==> config.mk <==
export PLATFORM = sky130hd
export DESIGN_NAME = stage_flow_ctrl
export DESIGN_NICKNAME = d
export VERILOG_FILES = /design/src/rtl/sfc_pkg.sv /design/src/rtl/sfc_fsm.sv /design/src/rtl/sfc_skid.sv /design/src/rtl/stage_flow_ctrl.sv
export SDC_FILE = /design/constraint.sdc
export NUM_CORES = 1
export LEC_CHECK = 0
export ABC_AREA = 1
export BUFFER_PORTS_ARGS = -buffer_cell sky130_fd_sc_hd__buf_2
export CORE_MARGIN = 2
export CORE_UTILIZATION = 50
export DETAILED_ROUTE_END_ITERATION = 10
export PLACE_DENSITY_LB_ADDON = 0.2
export SLEW_MARGIN = 40
export SYNTH_ARGS = -nofsm -noshare
export SYNTH_HDL_FRONTEND = slang
export SYNTH_SLANG_ARGS = --single-unit
==> constraint.sdc <==
create_clock -name clk -period 5.33 [get_ports clk]
set_clock_uncertainty 0.15 [all_clocks]
set_input_delay 1.066 -clock clk [delete_from_list [all_inputs] [get_ports clk]]
set_output_delay 1.066 -clock clk [all_outputs]
set_load 0.02 [all_outputs]
==> src/rtl/sfc_pkg.sv <==
package sfc_pkg;

    typedef enum logic [2:0] {
        ST_IDLE   = 3'd0,
        ST_RUN    = 3'd1,
        ST_BLOCK  = 3'd2,
        ST_UNBLK  = 3'd3,
        ST_SQUASH = 3'd4
    } stage_st_e;

endpackage

==> src/rtl/sfc_fsm.sv <==
module sfc_fsm
    import sfc_pkg::*;
#(
    parameter int CNT_W = 3
) (
    input  logic             clk,
    input  logic             rst_n,
    input  logic             commit_stall_i,
    input  logic             squash_req_i,
    input  logic             up_valid_i,
    input  logic             queue_full_i,
    input  logic [CNT_W-1:0] skid_cnt_i,
    output stage_st_e        state_o,
    output logic             push_o,
    output logic             pop_o,
    output logic             flush_o,
    output logic             stall_o,
    output logic             step_o
);

    typedef struct packed {
        stage_st_e st;
    } fsm_regs_t;

    fsm_regs_t      r_q, r_d;
    logic [CNT_W:0] remain;

    always_comb begin
        r_d     = r_q;
        push_o  = 1'b0;
        pop_o   = 1'b0;
        flush_o = 1'b0;
        stall_o = 1'b0;
        step_o  = 1'b0;
        remain  = '0;
        unique case (r_q.st)
            ST_IDLE, ST_RUN, ST_UNBLK: begin
                if (commit_stall_i) begin
                    r_d.st = ST_BLOCK;
                    push_o = up_valid_i;
                end else if (squash_req_i) begin
                    r_d.st  = ST_SQUASH;
                    flush_o = 1'b1;
                end else if (queue_full_i && up_valid_i) begin
                    r_d.st  = ST_BLOCK;
                    push_o  = 1'b1;
                    stall_o = 1'b1;
                end else if (r_q.st == ST_UNBLK) begin
                    pop_o   = (skid_cnt_i != '0);
                    push_o  = up_valid_i;
                    remain  = {1'b0, skid_cnt_i} - {{CNT_W{1'b0}}, pop_o}
                            + {{CNT_W{1'b0}}, push_o};
                    stall_o = (remain != '0);
                    r_d.st  = stall_o ? ST_UNBLK : ST_RUN;
                end else if (up_valid_i) begin
                    r_d.st = ST_RUN;
                end
            end
            ST_BLOCK: begin
                stall_o = 1'b1;
                if (squash_req_i) begin
                    r_d.st  = ST_SQUASH;
                    flush_o = 1'b1;
                end else begin
                    push_o = up_valid_i;
                    if (!commit_stall_i && !queue_full_i) begin
                        r_d.st = ST_UNBLK;
                    end
                end
            end
            ST_SQUASH: begin
                if (squash_req_i) begin
                    step_o = 1'b1;
                end else begin
                    r_d.st = ST_RUN;
                end
            end
            default: r_d.st = ST_IDLE;
        endcase
    end

    always_ff @(posedge clk or negedge rst_n) begin
        if (!rst_n) begin
            r_q <= '{st: ST_IDLE};
        end else begin
            r_q <= r_d;
        end
    end

    assign state_o = r_q.st;

endmodule

==> src/rtl/sfc_skid.sv <==
module sfc_skid #(
    parameter int DEPTH = 4,
    parameter int TAG_W = 8,
    parameter int CNT_W = 3
) (
    input  logic             clk,
    input  logic             rst_n,
    input  logic             push_i,
    input  logic             pop_i,
    input  logic             flush_i,
    input  logic [TAG_W-1:0] tag_i,
    output logic [TAG_W-1:0] head_o,
    output logic [CNT_W-1:0] cnt_o,
    output logic             empty_o,
    output logic             ovf_o
);

    localparam int PTR_W = (DEPTH > 1) ? $clog2(DEPTH) : 1;
    localparam logic [CNT_W-1:0] FULL_CNT = CNT_W'(DEPTH);
    localparam logic [PTR_W-1:0] LAST_PTR = PTR_W'(DEPTH - 1);

    typedef struct packed {
        logic [PTR_W-1:0] rd;
        logic [PTR_W-1:0] wr;
        logic [CNT_W-1:0] cnt;
        logic             ovf;
    } skid_regs_t;

    skid_regs_t       s_q, s_d;
    logic             pop_ok;
    logic             accept;
    logic [TAG_W-1:0] slot [DEPTH];

    function automatic logic [PTR_W-1:0] ptr_inc(input logic [PTR_W-1:0] p);
        return (p == LAST_PTR) ? '0 : p + 1'b1;
    endfunction

    always_comb begin
        s_d    = s_q;
        pop_ok = 1'b0;
        accept = 1'b0;
        if (flush_i) begin
            s_d.rd  = '0;
            s_d.wr  = '0;
            s_d.cnt = '0;
        end else begin
            pop_ok = pop_i && (s_q.cnt != '0);
            accept = push_i && ((s_q.cnt != FULL_CNT) || pop_ok);
            if (pop_ok) begin
                s_d.rd = ptr_inc(s_q.rd);
            end
            if (accept) begin
                s_d.wr = ptr_inc(s_q.wr);
            end
            if (push_i && !accept) begin
                s_d.ovf = 1'b1;
            end
            s_d.cnt = s_q.cnt + {{(CNT_W-1){1'b0}}, accept}
                              - {{(CNT_W-1){1'b0}}, pop_ok};
        end
    end

    always_ff @(posedge clk or negedge rst_n) begin
        if (!rst_n) begin
            s_q <= '0;
        end else begin
            s_q <= s_d;
        end
    end

    for (genvar i = 0; i < DEPTH; i++) begin : g_entry
        logic [TAG_W-1:0] ent_q;
        always_ff @(posedge clk or negedge rst_n) begin
            if (!rst_n) begin
                ent_q <= '0;
            end else if (accept && (s_q.wr == PTR_W'(i))) begin
                ent_q <= tag_i;
            end
        end
        assign slot[i] = ent_q;
    end

    assign head_o  = slot[s_q.rd];
    assign cnt_o   = s_q.cnt;
    assign empty_o = (s_q.cnt == '0);
    assign ovf_o   = s_q.ovf;

endmodule

==> src/rtl/stage_flow_ctrl.sv <==
module stage_flow_ctrl
    import sfc_pkg::*;
#(
    parameter int SKID_DEPTH = 4,
    parameter int TAG_W      = 8,
    parameter int FREE_W     = 6
) (
    input  logic              clk,
    input  logic              rst_n,
    input  logic              commit_stall_i,
    input  logic              commit_squash_i,
    input  logic              rob_squash_i,
    input  logic              up_valid_i,
    input  logic [TAG_W-1:0]  up_tag_i,
    input  logic              queue_full_i,
    input  logic [FREE_W-1:0] queue_free_i,
    output logic              up_stall_o,
    output logic [2:0]        state_o,
    output logic              skid_push_o,
    output logic              skid_pop_o,
    output logic              skid_empty_o,
    output logic [TAG_W-1:0]  skid_head_o,
    output logic              squash_step_o,
    output logic              overflow_o,
    output logic [FREE_W-1:0] free_cnt_o
);

    localparam int CNT_W = $clog2(SKID_DEPTH + 1);

    typedef struct packed {
        logic [FREE_W-1:0] free;
    } top_regs_t;

    top_regs_t        t_q, t_d;
    stage_st_e        st;
    logic             push, pop, flush;
    logic [CNT_W-1:0] skid_cnt;

    sfc_fsm #(
        .CNT_W(CNT_W)
    ) u_fsm (
        .clk            (clk),
        .rst_n          (rst_n),
        .commit_stall_i (commit_stall_i),
        .squash_req_i   (commit_squash_i | rob_squash_i),
        .up_valid_i     (up_valid_i),
        .queue_full_i   (queue_full_i),
        .skid_cnt_i     (skid_cnt),
        .state_o        (st),
        .push_o         (push),
        .pop_o          (pop),
        .flush_o        (flush),
        .stall_o        (up_stall_o),
        .step_o         (squash_step_o)
    );

    sfc_skid #(
        .DEPTH (SKID_DEPTH),
        .TAG_W (TAG_W),
        .CNT_W (CNT_W)
    ) u_skid (
        .clk     (clk),
        .rst_n   (rst_n),
        .push_i  (push),
        .pop_i   (pop),
        .flush_i (flush),
        .tag_i   (up_tag_i),
        .head_o  (skid_head_o),
        .cnt_o   (skid_cnt),
        .empty_o (skid_empty_o),
        .ovf_o   (overflow_o)
    );

    always_comb begin
        t_d      = t_q;
        t_d.free = queue_free_i;
    end

    always_ff @(posedge clk or negedge rst_n) begin
        if (!rst_n) begin
            t_q <= '0;
        end else begin
            t_q <= t_d;
        end
    end

    assign state_o     = st;
    assign skid_push_o = push;
    assign skid_pop_o  = pop;
    assign free_cnt_o  = t_q.free;

endmodule

==> impl_metrics.env, run 1 <==
export IMPL_status="completed"
export IMPL_clock_power_share_pct=20.2
export IMPL_crit_fanout=5
export IMPL_clk_pin_slew_ns=0.08
export IMPL_syn_avg_cell_area_sq_um=8.25
export IMPL_grt_pass1_vias=2088
export IMPL_rsz0062_at_grt="false"
export IMPL_reg2regPathDepth=10
export IMPL_p_int_w=0.000826
export IMPL_crit_slowest_cell="dfrtp_1"
export IMPL_post_route_min_period_ns=3.96
export IMPL_die_area_sq_um=5630
export IMPL_clk_root_buffer_cell="clkbuf_8"
export IMPL_drt_wl_total_mm=5.52
export IMPL_vdd_drop_max_uv=309
export IMPL_antenna_cells=0
export IMPL_netlist_top_cell_by_area="dfrtp_1"
export IMPL_slew_violations=0
export IMPL_hold_viol_final=0
export IMPL_grt_overflow_total=0
export IMPL_cts_buffer_depth=2
export IMPL_fin_nets=379
export IMPL_dieWidth_microns=75.1
export IMPL_max_freq_mhz=252
export IMPL_hp_start="u_skid.g_entry[2].ent_q[5]$_DFFE_PN0P_"
export IMPL_finalSetupViolations=0
export IMPL_netlist_area_sq_um=2520
export IMPL_gr_usage_all_layers_pct=22.2
export IMPL_io_buffers=43
export IMPL_power_frac_comb_pct=38.8
export IMPL_fin_ws_ns=1.37
export IMPL_met3_usage_pct=5.89
export IMPL_cts_setup_buffers=0
export IMPL_grt_pass1_wl_mm=9.42
export IMPL_met1_usage_pct=32.0
export IMPL_switching_share_pct=39.7
export IMPL_max_cap_violations=0
export IMPL_vias_per_cell=5.20
export IMPL_grt_busiest_layer="met2"
export IMPL_timing_rr_start="u_fsm.state_o[1]$_DFFE_PN0P_"
export IMPL_rrSetupSlack_ns=2.63
export IMPL_worstPathRequired_ns=4.11
export IMPL_synth_common_cells="nand2_1 (88), dfrtp_1 (49), nand3_1 (42), nor2_1 (23), inv_1 (22)"
export IMPL_drive_above_1_share_pct=19.9
export IMPL_coreArea_sq_um=4790
export IMPL_dp_hpwl_mm=3.72
export IMPL_crit_chain="nor3_2, inv_2, ha_1, inv_1, ha_1, inv_1, fa_1, nand3_1, nor2_1, nand3_1, nand2_1, nand2_1, nand2_1, a21boi_0, buf_2"
export IMPL_synth_edf_count=0
export IMPL_die_h_microns=75.1
export IMPL_critPathKind="flip-flop to output port"
export IMPL_synthArstFlopShare_pct=100
export IMPL_grt_antenna_before_repair=0
export IMPL_dp_slack_ns=1.54
export IMPL_start_util_pct=52.8
export IMPL_whs_endpoint="u_skid.g_entry[2].ent_q[5]$_DFFE_PN0P_"
export IMPL_ant_nets=0
export IMPL_hold_buffers=0
export IMPL_drc_errors=0
export IMPL_seqPwrFrac_pct=41.0
export IMPL_synthTopCellsByArea="dfrtp_1 (49%), nand2_1 (13%), nand3_1 (8.3%), ha_1 (5.5%), o21ai_0 (3.8%)"
export IMPL_synth_top_area_share_pct=48.6
export IMPL_path_common_cell="nand2_1"
export IMPL_rows=25
export IMPL_tns_ns=0
export IMPL_htreeDepth=2
export IMPL_synth_nets=340
export IMPL_max_stage_delay_ns=0.46
export IMPL_crit_path_start_kind="flip-flop"
export IMPL_hold_path_class="flip-flop to flip-flop"
export IMPL_drt_iter0_drc=220
export IMPL_clk_latency_ns=0.30
export IMPL_cts_resized=0
export IMPL_pin_count=44
export IMPL_cts_buffers=5
export IMPL_yosysMostFrequentCell="nand2_1"
export IMPL_min_path_cells=2
export IMPL_synth_ff_type="dfrtp_1"
export IMPL_r2r_end="u_skid.cnt_o[1]$_DFF_PN0_"
export IMPL_clock_sinks=49
export IMPL_fin_crit_sh_pct=74.3
export IMPL_worstMarginPinSlew_ns=0.650
export IMPL_place_congestion=0.854
export IMPL_route_vias_total=2148
export IMPL_wire_per_inst_microns=13.4
export IMPL_ys_seq_elements=49
export IMPL_gr_usage_met2_pct=32.8
export IMPL_relSlewSlack_pct=56.6
export IMPL_synth_distinct_cells=29
export IMPL_switchingPower_w=0.000543
export IMPL_end_kind="output port"
export IMPL_synth_seq_area_share_pct=48.6
export IMPL_syn_inst=306
export IMPL_grt_max_degree=50
export IMPL_cp_arrival_ns=2.75
export IMPL_power_leakage_nw=1.58
export IMPL_powerDensity_nw_per_um2=475
export IMPL_cts_tree="done"
export IMPL_synth_warnings=0
export IMPL_area_growth_pct=14.2
export IMPL_first_pass_iters=4
[routing by layer]
metal,wire (microns),up-vias
met5,0,-
met4,110,0
met1,2600,1008
met3,328,12
li1,-,1066
met2,2490,62
[critical path, delay by kind of cell (launching register included)]
family	cells	cell delay, ns
and+or+nand+nor	7	0.62
buffers and inverters	4	0.34
adders and majority gates	3	0.87
DFF	1	0.46
AOI/OAI and AO/OA	1	0.14
[logic make-up after synthesis]
kind of cell | share of synthesized area (%)
xor+xnor | 0.347
flops | 48.6
fa+ha+maj | 7.04
simple gates | 29.2
buf+inv | 6.54
compound gates | 8.28
[state kept, by name, summed over array words and instances, names as in the netlist]
| name | cells |
|---|---|
| free_cnt_o | 6 |
| u_fsm.state_o | 3 |
| u_skid.cnt_o | 3 |
| u_skid.g_entry.ent_q | 32 |
| u_skid.ovf_o | 1 |
| u_skid.s_q | 4 |
[power by group through the flow]
stage	Sequential (W)	Combinational, W	Clock (W)
global placement	0.000562	0.000522	0
global route	0.000578	0.000613	0.000298
CTS	0.000559	0.000538	0.000283
floorplan	0.000569	0.000381	0
detailed placement	0.000564	0.000537	0
finish	0.000561	0.000532	0.000276
[stage by stage]
stage          std cells  hold slack (ns)  utilization (%)  total power [W]  area, sq um
4_1_cts              413            0.325             60.2          0.00138         2880
6_report             413            0.325             60.2          0.00137         2880
2_1_floorplan        306            0.287                -         0.000949         2520
3_5_place_dp         405            0.304             57.7          0.00110         2760
5_1_grt              413            0.354             60.2          0.00149         2880
3_3_place_gp         405            0.300             57.7          0.00108         2760
[placed cells by master (no fill, tap or decap), drive strengths merged]
cell type	count
xnor2	1
o211ai	1
nor2	27
dfrtp	49
o22ai	8
a21oi	3
fa	2
nor3	4
a21boi	1
ha	11
nor3b	1
clkbuf	6
clkinvlp	1
o21ai	21
inv	27
nand4	1
bufinv	1
nand3	43
or2	1
a31o	1
nand2	93
buf	43
[worst max path at each step]
stage | from | end | slack (ns)
final | u_skid.cnt_o[1]$_DFF_PN0_ | up_stall_o | 1.37
after global routing | u_skid.cnt_o[1]$_DFF_PN0_ | up_stall_o | 1.10
after CTS | u_skid.cnt_o[1]$_DFF_PN0_ | up_stall_o | 1.34
after detailed placement | up_valid_i | up_stall_o | 1.54
after global placement | up_valid_i | up_stall_o | 1.57
after floorplan | u_skid.cnt_o[1]$_DFF_PN0_ | up_stall_o | 1.43
[layout make-up]
type | count | area, sq um
clock buffers | 6 | 82.6
multi-input cells | 219 | 1130
well taps | 67 | 83.8
inverters | 27 | 101
clock inverters | 2 | 37.5
flip-flops and latches | 49 | 1230
repair buffers | 43 | 218
fillers | 466 | 1900
(Power assumes the default switching activity.)
==> run 2: changes to the inputs <==
ABC_AREA = 0   (was 1)
clock period = 3.45 ns   (was 5.33 ns; I/O delays follow)
==> run 2 against run 1 <==
Against the previous run:
- sequential cell count unchanged
- critical endpoint unchanged
- count of clock-buffer cells in the layout unchanged
- worst hold slack worse by 0.084 ns
- routed wire length shrank 14%
- global-route usage is 2.9 points lower
- critical path depth is 4 lower
- highest routed layer unchanged
==> impl_metrics.env, run 2 <==
export IMPL_max_freq_mhz=297
export IMPL_cts_buffers=5
export IMPL_r2r_end="u_skid.cnt_o[2]$_DFF_PN0_"
export IMPL_largest_register_ff_count=32
export IMPL_cp_arrival_ns=2.52
export IMPL_antenna_cells=0
export IMPL_clk_pin_slew_ns=0.08
export IMPL_hold_path_class="input port to async pin"
export IMPL_fin_hold_ws_ns=0.241
export IMPL_multiInputGateArea_sq_um=1180
export IMPL_gr_usage_all_layers_pct=19.2
export IMPL_vias_per_cell=5.35
export IMPL_place_congestion=0.822
export IMPL_synth_seq_area_share_pct=49.9
export IMPL_reg2regPathDepth=7
export IMPL_status="completed"
export IMPL_layout_common_cells="dfrtp_1 (49), buf_2 (41), mux2_2 (32)"
export IMPL_hold_buffers=0
export IMPL_rrSetupSlack_ns=0.87
export IMPL_clk_latency_ns=0.30
export IMPL_htreeDepth=2
export IMPL_total_power_w=0.00230
export IMPL_dp_slack_ns=0.154
export IMPL_drt_iter0_drc=85
export IMPL_powerDensity_nw_per_um2=789
export IMPL_max_stage_delay_ns=0.51
export IMPL_max_cap_violations=0
export IMPL_fin_crit_sh_pct=97.5
export IMPL_crit_path_start_kind="flip-flop"
export IMPL_io_buffers=43
export IMPL_finalSetupViolations=0
export IMPL_grt_pass1_wl_mm=7.87
export IMPL_fin_cells=302
export IMPL_fin_ws_ns=0.0857
export IMPL_syn_inst=182
export IMPL_netlist_top_cell_by_area="dfrtp_1"
export IMPL_cp_top_family="adder cells"
export IMPL_relSlewSlack_pct=56.6
export IMPL_start_util_pct=52.0
export IMPL_dp_hpwl_mm=3.22
export IMPL_netlist_area_sq_um=2450
export IMPL_rows=25
export IMPL_path_depth=11
export IMPL_area_growth_pct=18.7
export IMPL_tns_ns=0
export IMPL_synth_edf_count=0
export IMPL_die_h_microns=74.1
export IMPL_dieWidth_microns=74.1
export IMPL_synthTopCellsByArea="dfrtp_1 (50%), mux2_2 (15%), mux4_2 (7.3%), ha_1 (5.6%), inv_1 (2.0%)"
export IMPL_grt_pass1_vias=1593
export IMPL_cp_num_buf_inv=4
export IMPL_grt_antenna_before_repair=0
export IMPL_yosysMostFrequentCell="dfrtp_1"
export IMPL_crit_chain="inv_2, nand3_2, ha_4, inv_1, ha_2, inv_1, fa_2, nand3b_1, o311ai_2, a31oi_1, buf_4"
export IMPL_crit_fanout=2
export IMPL_coreArea_sq_um=4720
export IMPL_synthArstFlopShare_pct=100
export IMPL_ys_seq_elements=49
export IMPL_first_pass_iters=4
export IMPL_synth_nets=216
export IMPL_drc_errors=0
export IMPL_drt_wl_total_mm=4.75
export IMPL_ant_nets=0
export IMPL_top_register="u_skid.g_entry.ent_q"
export IMPL_critPathKind="flip-flop to output port"
export IMPL_synth_distinct_cells=40
export IMPL_hold_viol_final=0
export IMPL_drive_above_1_share_pct=50.6
export IMPL_wire_per_inst_microns=15.7
export IMPL_cts_buffer_depth=2
export IMPL_pin_count=44
export IMPL_grt_overflow_total=0
export IMPL_vdd_drop_max_uv=431
export IMPL_synth_ff_type="dfrtp_1"
export IMPL_syn_avg_cell_area_sq_um=13.5
export IMPL_power_leakage_nw=1.38
export IMPL_grt_max_degree=50
export IMPL_placed_cells=288
export IMPL_worstPathRequired_ns=2.61
export IMPL_synth_warnings=0
export IMPL_path_common_cell="inv_1"
export IMPL_synth_common_cells="dfrtp_1 (49), mux2_2 (32), inv_1 (13), ha_1 (11), nor2_1 (9)"
export IMPL_clk_root_buffer_cell="clkbuf_8"
export IMPL_crit_slowest_cell="fa_2"
export IMPL_worstMarginPinSlew_ns=0.651
export IMPL_ff_latch_area_sq_um=1230
export IMPL_die_area_sq_um=5490
export IMPL_fin_nets=269
export IMPL_cts_tree="done"
export IMPL_slew_violations=0
export IMPL_layout_commonest_cell="dfrtp_1"
export IMPL_clock_sinks=49
export IMPL_timing_rr_start="u_fsm.state_o[1]$_DFFE_PN0P_"
export IMPL_end_kind="output port"
export IMPL_route_vias_total=1617
export IMPL_n_fill_cell=393
export IMPL_post_route_min_period_ns=3.36
export IMPL_synth_top_area_share_pct=49.9
-- run 2: cell count changes after synthesis, sizes merged, moves of 14 or more --
cell	change
inv	-14
mux2	+32
nand2	-91
nand3	-38
nor2	-18
o21ai	-19
-- run 2: per-stage QoR --
stage          instance area [sq um]  utilization, %
2_1_floorplan                   2450               -
3_3_place_gp                    2740            58.1
3_5_place_dp                    2750            58.1
4_1_cts                         2870            60.7
5_1_grt                         2910            61.7
6_report                        2910            61.7
-- run 2: routing by layer --
layer / GRT usage (%) / vias to the layer above / wire length, microns
met5: 0 / - / 0
met4: 4.24 / 0 / 44
met3: 5.01 / 5 / 177
met2: 28.8 / 29 / 2310
met1: 28.6 / 817 / 2220
li1: - / 766 / -
-- run 2: power by group --
part | leakage, nW | internal (W) | switching [W] | total (W)
sequential | 0.624 | 0.000791 | 0.000141 | 0.000933
clock | 0.0412 | 0.000141 | 0.000183 | 0.000324
combinational | 0.714 | 0.000519 | 0.000522 | 0.00104
-- run 2: logic make-up (layout without fill, tap and decap cells) --
family / Yosys count / count (layout) / synth area share (%)
compound gates: 17 / 17 / 5.91
simple gates: 38 / 38 / 9.53
mux: 44 / 44 / 23.6
fa+ha+maj: 13 / 13 / 7.24
xor+xnor: 2 / 2 / 0.714
flops: 49 / 49 / 49.9
buf+inv: 19 / 72 / 3.01
-- run 2: final cells by class --
class | instances | share of cell area (%)
flip-flops and latches | 49 | 42.1
repair buffers | 52 | 9.88
inverters | 13 | 1.68
clock inverters | 1 | 0.301
multi-input cells | 114 | 40.7
clock buffers | 6 | 2.49
well taps | 67 | 2.88
-- run 2: how the worst max path moves through the flow --
stage                               from    endpoint
6_report       u_skid.cnt_o[2]$_DFF_PN0_  up_stall_o
5_1_grt        u_skid.cnt_o[1]$_DFF_PN0_  up_stall_o
4_1_cts        u_skid.cnt_o[1]$_DFF_PN0_  up_stall_o
3_5_place_dp   u_skid.cnt_o[2]$_DFF_PN0_  up_stall_o
3_3_place_gp   u_skid.cnt_o[2]$_DFF_PN0_  up_stall_o
2_1_floorplan  u_skid.cnt_o[1]$_DFF_PN0_  up_stall_o
-- run 2: what timing repair did --
item,in CTS,in global routing
setup endpoints to repair,1,1
buffers inserted,4,3
pin swaps,4,3
gates resized for setup,5,5
-- run 2: worst register-to-register path: cells and delay by family, from the launching register on --
kind / cells / cell delay, ns
AND/OR/NAND/NOR: 4 / 1.08
adder cells (fa/ha/maj): 2 / 0.57
XOR/XNOR: 1 / 0.16
flip-flops: 1 / 0.48
==> run 3: changes to the inputs <==
ABC_AREA = 1   (was 0)
==> run 3 against run 2 <==
Against the previous run:
- utilization rose by 1.1 points
- register-to-register slack got worse by 0.73 ns
- global-route usage rose by 4.3 points
- first-iteration DRC count rose by 130%
- highest routed layer unchanged
==> impl_metrics.env, run 3 (synthesis gave the netlist of run 1 again) <==
export IMPL_start_util_pct=52.8
export IMPL_hold_path_class="input port to async pin"
export IMPL_relSlewSlack_pct=59.4
export IMPL_rrSetupSlack_ns=0.14
export IMPL_grt_max_degree=50
export IMPL_cp_top_family="adder cells"
export IMPL_cts_tree="done"
export IMPL_dieWidth_microns=75.1
export IMPL_cp_num_buf_inv=4
export IMPL_end_kind="output port"
export IMPL_clk_pin_slew_ns=0.08
export IMPL_drt_iter0_drc=198
export IMPL_place_congestion=0.845
export IMPL_htreeDepth=2
export IMPL_grt_pass1_vias=2193
export IMPL_grt_antenna_before_repair=0
export IMPL_fin_ws_ns=0.0217
export IMPL_pin_count=44
export IMPL_area_growth_pct=19.0
export IMPL_vdd_drop_max_uv=379
export IMPL_drive_above_1_share_pct=25.2
export IMPL_layout_commonest_cell="nand2_1"
export IMPL_max_cap_violations=0
export IMPL_grt_pass1_wl_mm=9.98
export IMPL_routed_wl_met2_mm=2.94
export IMPL_rows=25
export IMPL_die_h_microns=75.1
export IMPL_met1_length_mm=2.80
export IMPL_max_stage_delay_ns=0.54
export IMPL_critPathKind="flip-flop to output port"
export IMPL_n_fill_cell=409
export IMPL_rsz0062_at_grt="true"
export IMPL_dr_wl_met3_microns=287
export IMPL_largest_register_ff_count=32
export IMPL_reg2regPathDepth=24
export IMPL_crit_path_end="up_stall_o"
export IMPL_dp_slack_ns=0.166
export IMPL_io_buffers=43
export IMPL_highest_signal_layer="met4"
export IMPL_worstMarginPinSlew_ns=0.609
export IMPL_slew_violations=0
export IMPL_die_area_sq_um=5630
export IMPL_cp_arrival_ns=2.59
export IMPL_layout_common_cells="nand2_1 (87), dfrtp_1 (48), nand3_1 (41), buf_2 (41), nor2_1 (23)"
export IMPL_multiInputGateArea_sq_um=1170
export IMPL_placed_cell_area_sq_um=2780
export IMPL_drt_wl_total_mm=6.08
export IMPL_clk_root_buffer_cell="clkbuf_8"
export IMPL_crit_chain="nor3_4, inv_2, ha_4, inv_2, ha_4, inv_2, fa_2, nand3_2, nor2_1, nand3_1, nand2_1, nand2_1, nand2_1, a21boi_1, buf_4"
export IMPL_powerDensity_nw_per_um2=715
export IMPL_cts_buffer_depth=2
export IMPL_worstPathRequired_ns=2.61
export IMPL_power_leakage_nw=1.63
export IMPL_first_pass_iters=4
export IMPL_status="completed"
export IMPL_hold_viol_final=0
export IMPL_clock_sinks=49
export IMPL_max_freq_mhz=292
export IMPL_tns_ns=0
export IMPL_crit_path_start_kind="flip-flop"
export IMPL_r2r_end="u_fsm.state_o[1]$_DFFE_PN0P_"
export IMPL_top_register="u_skid.g_entry.ent_q"
export IMPL_finalSetupViolations=0
export IMPL_finish_instance_area_sq_um=3000
export IMPL_hold_buffers=0
export IMPL_timing_rr_start="u_skid.cnt_o[1]$_DFF_PN0_"
export IMPL_gr_usage_all_layers_pct=23.6
export IMPL_drc_errors=0
export IMPL_antenna_cells=0
export IMPL_route_vias_total=2223
export IMPL_clk_latency_ns=0.30
export IMPL_cts_buffers=5
export IMPL_crit_fanout=2
export IMPL_path_depth=15
export IMPL_crit_slowest_cell="fa_2"
export IMPL_post_route_min_period_ns=3.43
export IMPL_ant_nets=0
export IMPL_vias_per_cell=5.19
export IMPL_wire_per_inst_microns=14.2
export IMPL_cp_startpoint="u_skid.cnt_o[1]$_DFF_PN0_"
export IMPL_fin_crit_sh_pct=99.4
export IMPL_ff_latch_area_sq_um=1230
export IMPL_coreArea_sq_um=4790
export IMPL_fin_nets=394
export IMPL_dp_hpwl_mm=3.95
export IMPL_grt_overflow_total=0
## run 3: timing repair
action,CTS,global route
buffers inserted,13,1
endpoints found under the hold margin,0,0
setup endpoints to repair,1,2
resized for setup,9,3
pin swaps,7,3
## run 3: layout make-up
class	instances	area share [%]
well taps	67	2.79
clock buffers	7	2.54
flip-flops and latches	49	40.9
multi-input cells	219	39.1
inverters	27	3.37
clock inverters	1	0.250
repair buffers	58	11.1
## run 3: metrics by stage
step	std cells	util [%]	power, W	hold slack, ns
3_5_place_dp	407	58.0	0.00172	0.305
5_1_grt	428	62.8	0.00232	0.305
6_report	428	62.8	0.00215	0.238
3_3_place_gp	407	58.0	0.00168	0.299
2_1_floorplan	306	-	0.00147	0.244
4_1_cts	428	62.6	0.00213	0.272
## run 3: power by group
group | internal, W | switching (W)
Clock | 0.000144 | 0.000185
Sequential | 0.000747 | 0.000118
Combinational | 0.000368 | 0.000585
Total | 0.00126 | 0.000888
## run 3: worst min path at each step
stage / startpoint / depth (start not counted) / slack, ns / endpoint
after CTS: rst_n / 1 / 0.27 / u_skid.g_entry[2].ent_q[7]$_DFFE_PN0P_
after global placement: u_skid.g_entry[1].ent_q[6]$_DFFE_PN0P_ / 2 / 0.30 / u_skid.g_entry[1].ent_q[6]$_DFFE_PN0P_
final: rst_n / 1 / 0.24 / u_skid.cnt_o[2]$_DFF_PN0_
after global routing: rst_n / 1 / 0.30 / u_skid.cnt_o[2]$_DFF_PN0_
after floorplan: rst_n / 0 / 0.24 / free_cnt_o[0]$_DFF_PN0_
after detailed placement: u_skid.g_entry[1].ent_q[6]$_DFFE_PN0P_ / 2 / 0.31 / u_skid.g_entry[1].ent_q[6]$_DFFE_PN0P_
## run 3: routing by layer
layer | GRT usage [%] | vias to the layer above
met5 | 0 | -
met4 | 5.56 | 0
met3 | 4.28 | 6
met2 | 40.6 | 47
met1 | 31.0 | 1069
li1 | - | 1101
